<file path="src/rtl/fifo_tag_pkg.sv">
package fifo_tag_pkg;
  localparam int STAMP_W = 8;
  typedef logic [STAMP_W-1:0] stamp_t;

  // cycles elapsed between a recorded stamp and the free-running time base
  function automatic stamp_t age_of(input stamp_t now_t, input stamp_t then_t);
    return stamp_t'(now_t - then_t);
  endfunction

  function automatic logic below(input stamp_t age, input int unsigned lim);
    return 32'(age) < lim;
  endfunction

  function automatic logic at_or_above(input stamp_t age, input int unsigned lim);
    return 32'(age) >= lim;
  endfunction
endpackage

</file>
<file path="src/rtl/tag_table.sv">
module tag_table
  import fifo_tag_pkg::*;
#(
  parameter int DEPTH  = 16,
  parameter int DATA_W = 8,
  localparam int IDX_W = $clog2(DEPTH)
) (
  input  logic              clk,
  input  logic              rst,
  input  logic              wr_en,
  input  logic [IDX_W-1:0]  wr_idx,
  input  logic [DATA_W-1:0] wr_data,
  input  stamp_t            wr_stamp,
  input  logic              clr_en,
  input  logic [IDX_W-1:0]  clr_idx,
  input  logic [IDX_W-1:0]  rd_idx,
  output logic              wr_busy,
  output logic              rd_valid,
  output logic [DATA_W-1:0] rd_data,
  output stamp_t            rd_stamp
);
  logic [DEPTH-1:0]  slot_valid;
  logic [DATA_W-1:0] slot_data  [DEPTH];
  stamp_t            slot_stamp [DEPTH];

  for (genvar i = 0; i < DEPTH; i++) begin : g_slot
    logic              v_q;
    logic [DATA_W-1:0] d_q;
    stamp_t            s_q;
    logic              hit_wr, hit_clr;

    assign hit_wr  = wr_en  && (wr_idx  == IDX_W'(i));
    assign hit_clr = clr_en && (clr_idx == IDX_W'(i));

    always_ff @(posedge clk) begin
      if (rst)          v_q <= 1'b0;
      else if (hit_wr)  v_q <= 1'b1;
      else if (hit_clr) v_q <= 1'b0;
    end

    always_ff @(posedge clk) begin
      if (hit_wr) begin
        d_q <= wr_data;
        s_q <= wr_stamp;
      end
    end

    assign slot_valid[i] = v_q;
    assign slot_data[i]  = d_q;
    assign slot_stamp[i] = s_q;
  end

  assign wr_busy  = slot_valid[wr_idx];
  assign rd_valid = slot_valid[rd_idx];
  assign rd_data  = slot_data[rd_idx];
  assign rd_stamp = slot_stamp[rd_idx];
endmodule

</file>
<file path="config.mk">
export PLATFORM = sky130hd
export DESIGN_NAME = tag_table
export DESIGN_NICKNAME = d
export VERILOG_FILES = /design/src/rtl/fifo_tag_pkg.sv /design/src/rtl/tag_table.sv
export SDC_FILE = /design/constraint.sdc
export NUM_CORES = 1
export LEC_CHECK = 0
export CORE_ASPECT_RATIO = 2
export CORE_UTILIZATION = 60
export CTS_CLUSTER_SIZE = 20
export DETAILED_ROUTE_END_ITERATION = 10
export PLACE_DENSITY = 0.91
export SLEW_MARGIN = 20
export SYNTH_ARGS = -nofsm -noshare
export SYNTH_HDL_FRONTEND = slang
export SYNTH_SLANG_ARGS = --single-unit
</file>
<file path="constraint.sdc">
create_clock -name clk -period 5 [get_ports clk]
set_input_delay 1.25 -clock clk [delete_from_list [all_inputs] [get_ports clk]]
set_output_delay 1.25 -clock clk [all_outputs]
set_load 0.05 [all_outputs]
</file>
# Yosys cells after proc, flatten, opt, wreduce, memory -nomap -nowiden
# Index checks and enable logic that the tools add are counted.
# Widths: inputs -> output; s select.
op_classes:
  order_cmp: 3
  n_eq_ne: 30
  n_mux: 42
  bitwise: 1
  reduce_logical: 50
ops:
  columns: ["cell", "count"]
  rows:
  - ["$bmux 8 s4", 2]
  - ["$eq 4x4->1 const B", 16]
  - ["$mux 1", 34]
  - ["$eq 4x3->1 const B", 8]
  - ["$logic_and 1x1->1", 32]
  - ["$mux 8", 4]
  - ["$reduce_bool 2->1", 16]
  - ["$eq 4x2->1 const B", 4]
  - ["$lt 4x5->1 const B", 2]
  - ["$bmux 1 s4", 2]
  - ["$eq 4x1->1 const B", 2]
  - ["$logic_not 4->1", 2]
  - ["$ge 5x5->1 const B", 1]
  - ["$not 4->5", 1]
totals:
  reg_bits: 272
  inputBits: 32
  out_inout_bits: 18
  elab_cells: 174

# Depth between registers and ports, before layout
# Gate-level depths: netlist (run 1).
depth:
  word_depth: 4
  ltp_mapped: 6
  mapped_depth_nobuf: 3

# Worst setup path before layout (run 1)
# OpenSTA, ideal clock, no wires.
synth_path:
  path_type: "input to output"
  startpoint: "input rd_idx[0]"
  endpoint: "output rd_data[0]"
  t_arrival_ns: 2.635
  required_ns: 3.750
  path_slack_ns: 1.115
  stages: 5
  n_path_buf: 2
  path_cell_list: "buf_6 > buf_2 > mux4_2 > a22oi_1 > nand2_1"
synth_via:
  elab_chain_len: 4
synth_lines:
  columns: ["item", "line", "rtl"]
  rows:
  - ["start, declared", "tag_table.sv:16", "input logic [IDX_W-1:0] rd_idx,"]
  - ["$not 4->5 (implied by the code)", "tag_table.sv:55", "assign rd_data = slot_data[rd_idx];"]
  - ["$bmux 8 s4", "tag_table.sv:55", null]
  - ["$mux 8 (implied by the code) (2 in series)", "tag_table.sv:55", null]
  - ["end, declared", "tag_table.sv:19", "output logic [DATA_W-1:0] rd_data,"]
# No other way between the ends. The select of a mux whose other input is x is not followed.

# Worst setup path after layout (run 1)
# Same ends and word-level chain as after synthesis.

==> results of run 1 <==
kinds of logic after synthesis:
group | Yosys count | share of synthesized area
AO/OA/AOI/OAI | 66 | 0.04053
buffers and inverters | 44 | 0.02015
flip-flops | 272 | 0.7584
multiplexers | 75 | 0.1575
AND/OR/NAND/NOR | 52 | 0.02346
final cells by class:
cell class	count	area [µm²]
Clock buffer	31	668.1
Clock inverter	12	108.9
Fill cell	991	5081
Inverter	17	63.81
Multi-Input combinational cell	193	2338
Sequential cell	272	8008
Tap cell	210	262.8
Timing Repair Buffer	56	740.7
per-layer routing:
| layer | share of wire | global-route usage | up-vias | wire, µm |
|---|---|---|---|---|
| met2 | 0.53 | 0.4901 | 327 | 13110 |
| li1 | - | - | 2222 | - |
| met5 | 0 | 0 | - | 0 |
| met1 | 0.34 | 0.3630 | 2836 | 8326 |
| met3 | 0.070 | 0.04077 | 112 | 1709 |
| met4 | 0.057 | 0.1573 | 0 | 1405 |
metrics by stage:
stage	util	instances	total power, mW	worst slack, ns	area (µm²)
floorplan	-	509	2.793	1.115	10560
global placement	0.6608	748	2.953	0.7373	11410
detailed placement	0.6608	748	2.970	0.7284	11410
CTS	0.7058	791	4.784	0.7179	12190
global route	0.7058	791	4.884	0.6253	12190
finish	0.7058	791	4.771	0.7364	12190
final timing paths:
kind | from | end | slack (ns)
max | rd_idx[0] | rd_data[0] | 0.74
min | g_slot[15].v_q$_SDFFE_PP0P_ | g_slot[15].v_q$_SDFFE_PP0P_ | 0.51
max reg2reg | g_slot[5].v_q$_SDFFE_PP0P_ | g_slot[5].v_q$_SDFFE_PP0P_ | 4.23
min reg2reg | g_slot[15].v_q$_SDFFE_PP0P_ | g_slot[15].v_q$_SDFFE_PP0P_ | 0.51
power groups by stage:
stage / sequential (mW) / combinational, mW / clock (mW)
after CTS: 2.55 / 0.375 / 1.86
after global routing: 2.55 / 0.391 / 1.94
final: 2.55 / 0.374 / 1.85
after floorplan: 2.59 / 0.202 / 0
after detailed placement: 2.60 / 0.370 / 0
after global placement: 2.59 / 0.359 / 0
cell usage in the layout (no fill, tap or decap), types with 3 or more instances in the layout:
cell type and count:
inv_1 17, mux2i_1 3, dfxtp_1 16, clkbuf_16 25, a21oi_1 16, mux4_2 69, buf_4 6, clkbuf_1 4
clkinv_2 6, nand3_1 5, clkinv_1 3, edfxtp_1 256, buf_12 20, mux4_1 3, nand2_1 31, a22oi_1 34
clkdlybuf4s50_1 29, o21ai_0 12, nor2b_1 4
flip-flops by register name, summed over array words and instances (netlist names):
name / cells
g_slot.v_q: 16
g_slot.s_q: 128
g_slot.d_q: 128
cell usage after synthesis, types with 3 or more instances:
master / count / area share
mux2i_1: 3 / 0.0028
nand2_1: 31 / 0.011
edfxtp_1: 256 / 0.73
buf_2: 8 / 0.0038
inv_1: 17 / 0.0060
nor2b_1: 4 / 0.0024
o21ai_0: 12 / 0.0057
dfxtp_1: 16 / 0.030
mux4_2: 69 / 0.15
nand3_1: 5 / 0.0024
clkbuf_1: 13 / 0.0046
a22oi_1: 34 / 0.024
a21oi_1: 16 / 0.0076
mux4_1: 3 / 0.0075
worst max-delay path: cells and delay by family:
kind	cells	cell delay (ns)
muxes	1	0.55
and+or+nand+nor	1	0.14
AOI/OAI and AO/OA	1	0.24
buffers and inverters	3	0.80
==> impl_results.md, run 1 <==
- Status: finished clean
- Total number of clock tree sinks: 272
- Area of the core: 17270 µm²
- Synthesized area divided by synthesized cell count: 20.74 µm²
- Combinational fraction of design power: 0.078
- Largest net degree at the start of global routing: 69
- Clock tree root buffer cell: clkbuf_16
- Setup_tns: 0 ns
- Synth-to-layout area growth: 15.45%
- Total routing resource utilization after global routing: 0.2917
- Total Nets Final: 596
- P_int: 3.745 mW
- Critical Setup Path Class: primary input to output pin
- Post-synthesis instance area: 10560 µm²
- TritonCTS clock tree: built
- Commonest register cell after synthesis: edfxtp_1
- Ratio of total power to cell area: 391.4 nW/µm²
- Count of TritonRoute iterations in the first routing pass: 5
- Relative contribution of sequential cells to total power: 0.535
- Synthesized Nets: 541
- Delay of the slowest cell on the worst path: 0.55 ns
- Maximum resistive drop on vdd: 0.3112 mV
- Number of enable flip-flop cells after synthesis: 256
- Hold Path Depth: 2
- Total vias in the final route: 5497
- Count of cell types in the netlist: 27
- Count of synthesis-stage warnings from yosys: 0
- Worst endpoint required time: 3.75 ns
- Initial antenna violation count: 0
- Register area share after synthesis: 0.7584
- Final antenna diode count: 0
- Achievable frequency: 234.5 MHz
- Worst setup EP type: output pin
- Clk_lat worst skew: 0.51 ns
- DR WL/cell: 31.04 µm
- Clk pin slew, worst setup/hold paths: 0.06 ns
- Number of buffers on the longest clock path: 3
- Switching power as a share of total power: 0.2152
- Maximum fanout encountered on the critical timing path: 29
- Number of standard-cell rows in the floorplan: 68
- Remaining routing DRC violations: 0
- Weighted congestion at the end of routability-driven global placement: 0.9552
- Worst relative slew slack: 0.2524
- Chip width: 95.81 µm
- Gate Count Post-Synth: 509
- Switch Pwr: 1.027 mW
- Number of top-level pins: 50
- Count of pins over their slew limit: 0
- Port bufs: 49
- Setup violators final: 0
- DP HPWL: 13.45 mm
- Post-CTS Hold Buffers: 0
- Least-Margin Pin Slew: 1.120 ns
- Fraction of the cycle the final worst path needs: 0.8527
- Share of cells above drive strength 1: 0.2289
- Total detailed-routing wirelength: 24.55 mm
- Number of max-capacitance violations reported: 0
- First-pass GRT wire length: 36.31 mm
- CP cell instances: buf_4, buf_12, mux4_2, a22oi_1, nand2_1, buf_12
- Time the final worst path needs with I/O delays and setup: 4.264 ns
- Count of instances resized after the clock tree is built: 0
- Unrepaired setup endpoints after global routing: no
- Residual overflow from global routing: 0
- Vias in the first global route: 5941
- Violation count after the first detailed-route iteration: 495
- Height of the chip: 189.6 µm
- Clk network pwr share: 0.387
- Post-CTS Repair Setup Buffers: 0
- Maximum level of the CTS H-tree: 1
- CTS buffer count: 24
- Crit path launch type: primary input
- Leakage power: 4.036 nW
- Min Hold Slack: 0.5057 ns
- Critical Path AT: 3.01 ns
- Via-to-Cell Ratio: 6.949
- Slowest stage cell on the critical path: mux4_2
- Starting density of the core: 0.6113
- Register bit count reported by yosys: 272
- Most frequent cell on the critical path: buf_12
- Hold WC Path Type: register to register
- Overall die area: 18170 µm²
- Hold violation total from the final report: 0
- Setup clock skew after layout: 0 ns
- Post-DRT Antenna Nets: 0
- Synth async-reset ratio: 0
- Cell count of the worst reg-to-reg path: 2
No activity file was read; power rests on OpenSTA's default activity.
==> run 2, diff against run 1 <==
Settings changed: GPL_TIMING_DRIVEN set to 0.
==> impl_results.md, run 2 (synthesized netlist as in run 1, its figures left out) <==
- Largest net degree at the start of global routing: 19 (-72%)
- Area of the core: 17270 µm² (unchanged)
- Time the final worst path needs with I/O delays and setup: 4.976 ns (+0.7128 ns)
- Status: finished clean
- CTS buffer count: 21 (-13%)
- Worst setup EP type: output pin
- Area taken by multi-input logic gates: 2341 µm² (+0.11%)
- Unrepaired setup endpoints after global routing: no
- Vias in the first global route: 5945 (+0.067%)
- Clk_lat worst skew: 0.49 ns (-0.02 ns)
- Setup violators final: 0 (unchanged)
- Achievable frequency: 200.9 MHz (-14%)
- Number of standard-cell rows in the floorplan: 68 (unchanged)
- Synth-to-layout area growth: 13.75%
- Hold violation total from the final report: 0 (unchanged)
- Clk pin slew, worst setup/hold paths: 0.07 ns (about the same)
- Count of pins over their slew limit: 0 (unchanged)
- Number of buffers on the longest clock path: 3 (unchanged)
- Area of all placed cells without fillers: 12010 µm² (-1.5%)
- Fraction of the cycle the final worst path needs: 0.9953 (+0.1426)
- Count of TritonRoute iterations in the first routing pass: 5 (unchanged)
- Maximum fanout encountered on the critical timing path: 10 (-66%)
- Ratio of total power to cell area: 388.1 nW/µm² (-0.85%)
- Crit path launch type: primary input
- Total detailed-routing wirelength: 25.36 mm (+3.3%)
- Final antenna diode count: 0 (unchanged)
- Hold WC Path Type: register to register
- Critical Setup Path Class: primary input to output pin
- Violation count after the first detailed-route iteration: 550 (+11%)
- Total number of clock tree sinks: 272 (unchanged)
- Most frequent cells in the layout: edfxtp_1, mux4_2, clkdlybuf4s50_1, a22oi_1, nand2_1
- Area after DPL: 11280 µm² (-1.2%)
- Maximum resistive drop on vdd: 0.3658 mV (+18%)
- Residual overflow from global routing: 0 (unchanged)
- Weighted congestion at the end of routability-driven global placement: 0.8488 (-11%)
- Critical Path AT: 3.73 ns (+0.72 ns)
- TritonCTS clock tree: built
- Height of the chip: 189.6 µm (unchanged)
- Leakage power: 3.983 nW (-1.3%)
- Remaining routing DRC violations: 0 (unchanged)
- Number of max-capacitance violations reported: 0 (unchanged)
- Setup clock skew after layout: 0 ns (unchanged)
- Maximum level of the CTS H-tree: 1 (unchanged)
- DR WL/cell: 31.74 µm (+2.3%)
- Post-CTS Repair Setup Buffers: 0 (unchanged)
- Total power after layout: 4.661 mW (-2.3%)
- First-pass GRT wire length: 36.47 mm (+0.46%)
- Delay of the slowest cell on the worst path: 0.71 ns (+0.16 ns)
- Clock tree root buffer cell: clkbuf_16
- Setup_tns: 0 ns (unchanged)
- Share of cells above drive strength 1: 0.2037 (-0.02518)
- Overall die area: 18170 µm² (unchanged)
- Kind of cell adding the most delay to the critical path: buffers and inverters
- Commonest non-fill, non-tap cell in the layout: edfxtp_1
- Least-Margin Pin Slew: 1.009 ns (-0.1109 ns)
- Worst endpoint required time: 3.75 ns (about the same)
- Worst relative slew slack: 0.3264 (+0.07401)
- Total vias in the final route: 5591 (+1.7%)
- DP HPWL: 15.19 mm (+13%)
- Port bufs: 46 (-6.1%)
- Most frequent cell on the critical path: buf_2
- Total routing resource utilization after global routing: 0.2944 (+0.002694)
- Chip width: 95.81 µm (unchanged)
- Starting density of the core: 0.6113 (unchanged)
- CP cell instances: clkbuf_1, buf_2, buf_2, mux4_2, a22oi_1, nand2_1, clkdlybuf4s50_1
- Initial antenna violation count: 0 (unchanged)
- Slowest stage cell on the critical path: clkdlybuf4s50_1
- Largest registers ranked by flip-flop count: g_slot.d_q: 128 flops, g_slot.s_q: 128 flops, g_slot.v_q: 16 flops
- Via-to-Cell Ratio: 6.997 (+0.69%)
- Post-DRT Antenna Nets: 0 (unchanged)
- Total buffers and inverters traversed by the critical path: 4 (+1)
- Seq. cell area: 8008 µm² (unchanged)
- Number of top-level pins: 50 (unchanged)
- Total Nets Final: 609 (+2.2%)
- Filler Cells Inserted: 1021 (+3.0%)
## run 2: layout make-up
class                      instances  share of cell area
buffer                            26             0.01281
clock buffer                      24             0.04469
clock inverter                    11             0.01521
inverter                          17            0.005313
multi-input combinational        193              0.1949
sequential                       272              0.6667
tap                              210             0.02188
timing repair buffer              46             0.03844
## run 2: worst register-to-register path: stages, from the launching register on
cell,delay (ns)
dfxtp_1,0.37
o21ai_0,0.12
a21oi_1,0.21
## run 2: worst paths after layout
path,startpoint,to,slack (ns),depth (start not counted)
max reg2reg,g_slot[6].v_q$_SDFFE_PP0P_,g_slot[6].v_q$_SDFFE_PP0P_,4.22,2
min,g_slot[12].v_q$_SDFFE_PP0P_,g_slot[12].v_q$_SDFFE_PP0P_,0.51,2
max,rd_idx[1],rd_data[3],0.02,7
min reg2reg,g_slot[12].v_q$_SDFFE_PP0P_,g_slot[12].v_q$_SDFFE_PP0P_,0.51,2
## run 2: repair_timing
| item | 4_1_cts | 5_1_grt |
|---|---|---|
| endpoints found under the setup margin | 11 | 3 |
| hold buffers | 0 | 0 |
| gates cloned | 0 | 0 |
| pin swaps | 0 | 0 |
| resized for setup | 12 | 6 |
| hold endpoints to repair | 0 | 0 |
## run 2: power breakdown
part / internal [mW] / switching [mW] / total [mW]
logic: 0.128 / 0.214 / 0.342
clock network: 1.03 / 0.738 / 1.77
registers: 2.54 / 0.0154 / 2.55
total: 3.69 / 0.968 / 4.66
## run 2: stage by stage
stage	utilization	hold slack [ns]	worst slack (ns)	cells
6_report	0.6954	0.5053	0.02355	799
5_1_grt	0.6954	0.5253	0.01172	799
4_1_cts	0.6949	0.5049	0.02611	799
3_5_place_dp	0.6532	0.4954	-0.3998	765
3_3_place_gp	0.6532	0.4704	-0.3958	765
2_1_floorplan	-	0.4492	1.115	509
## run 2: per-layer routing
metal  GRT usage  routed length [µm]  part of all wire
met3     0.04117                1844             0.073
met5           0                   0                 0
met2      0.5124               13860              0.55
met1      0.3483                8154              0.32
met4      0.1567                1502             0.059
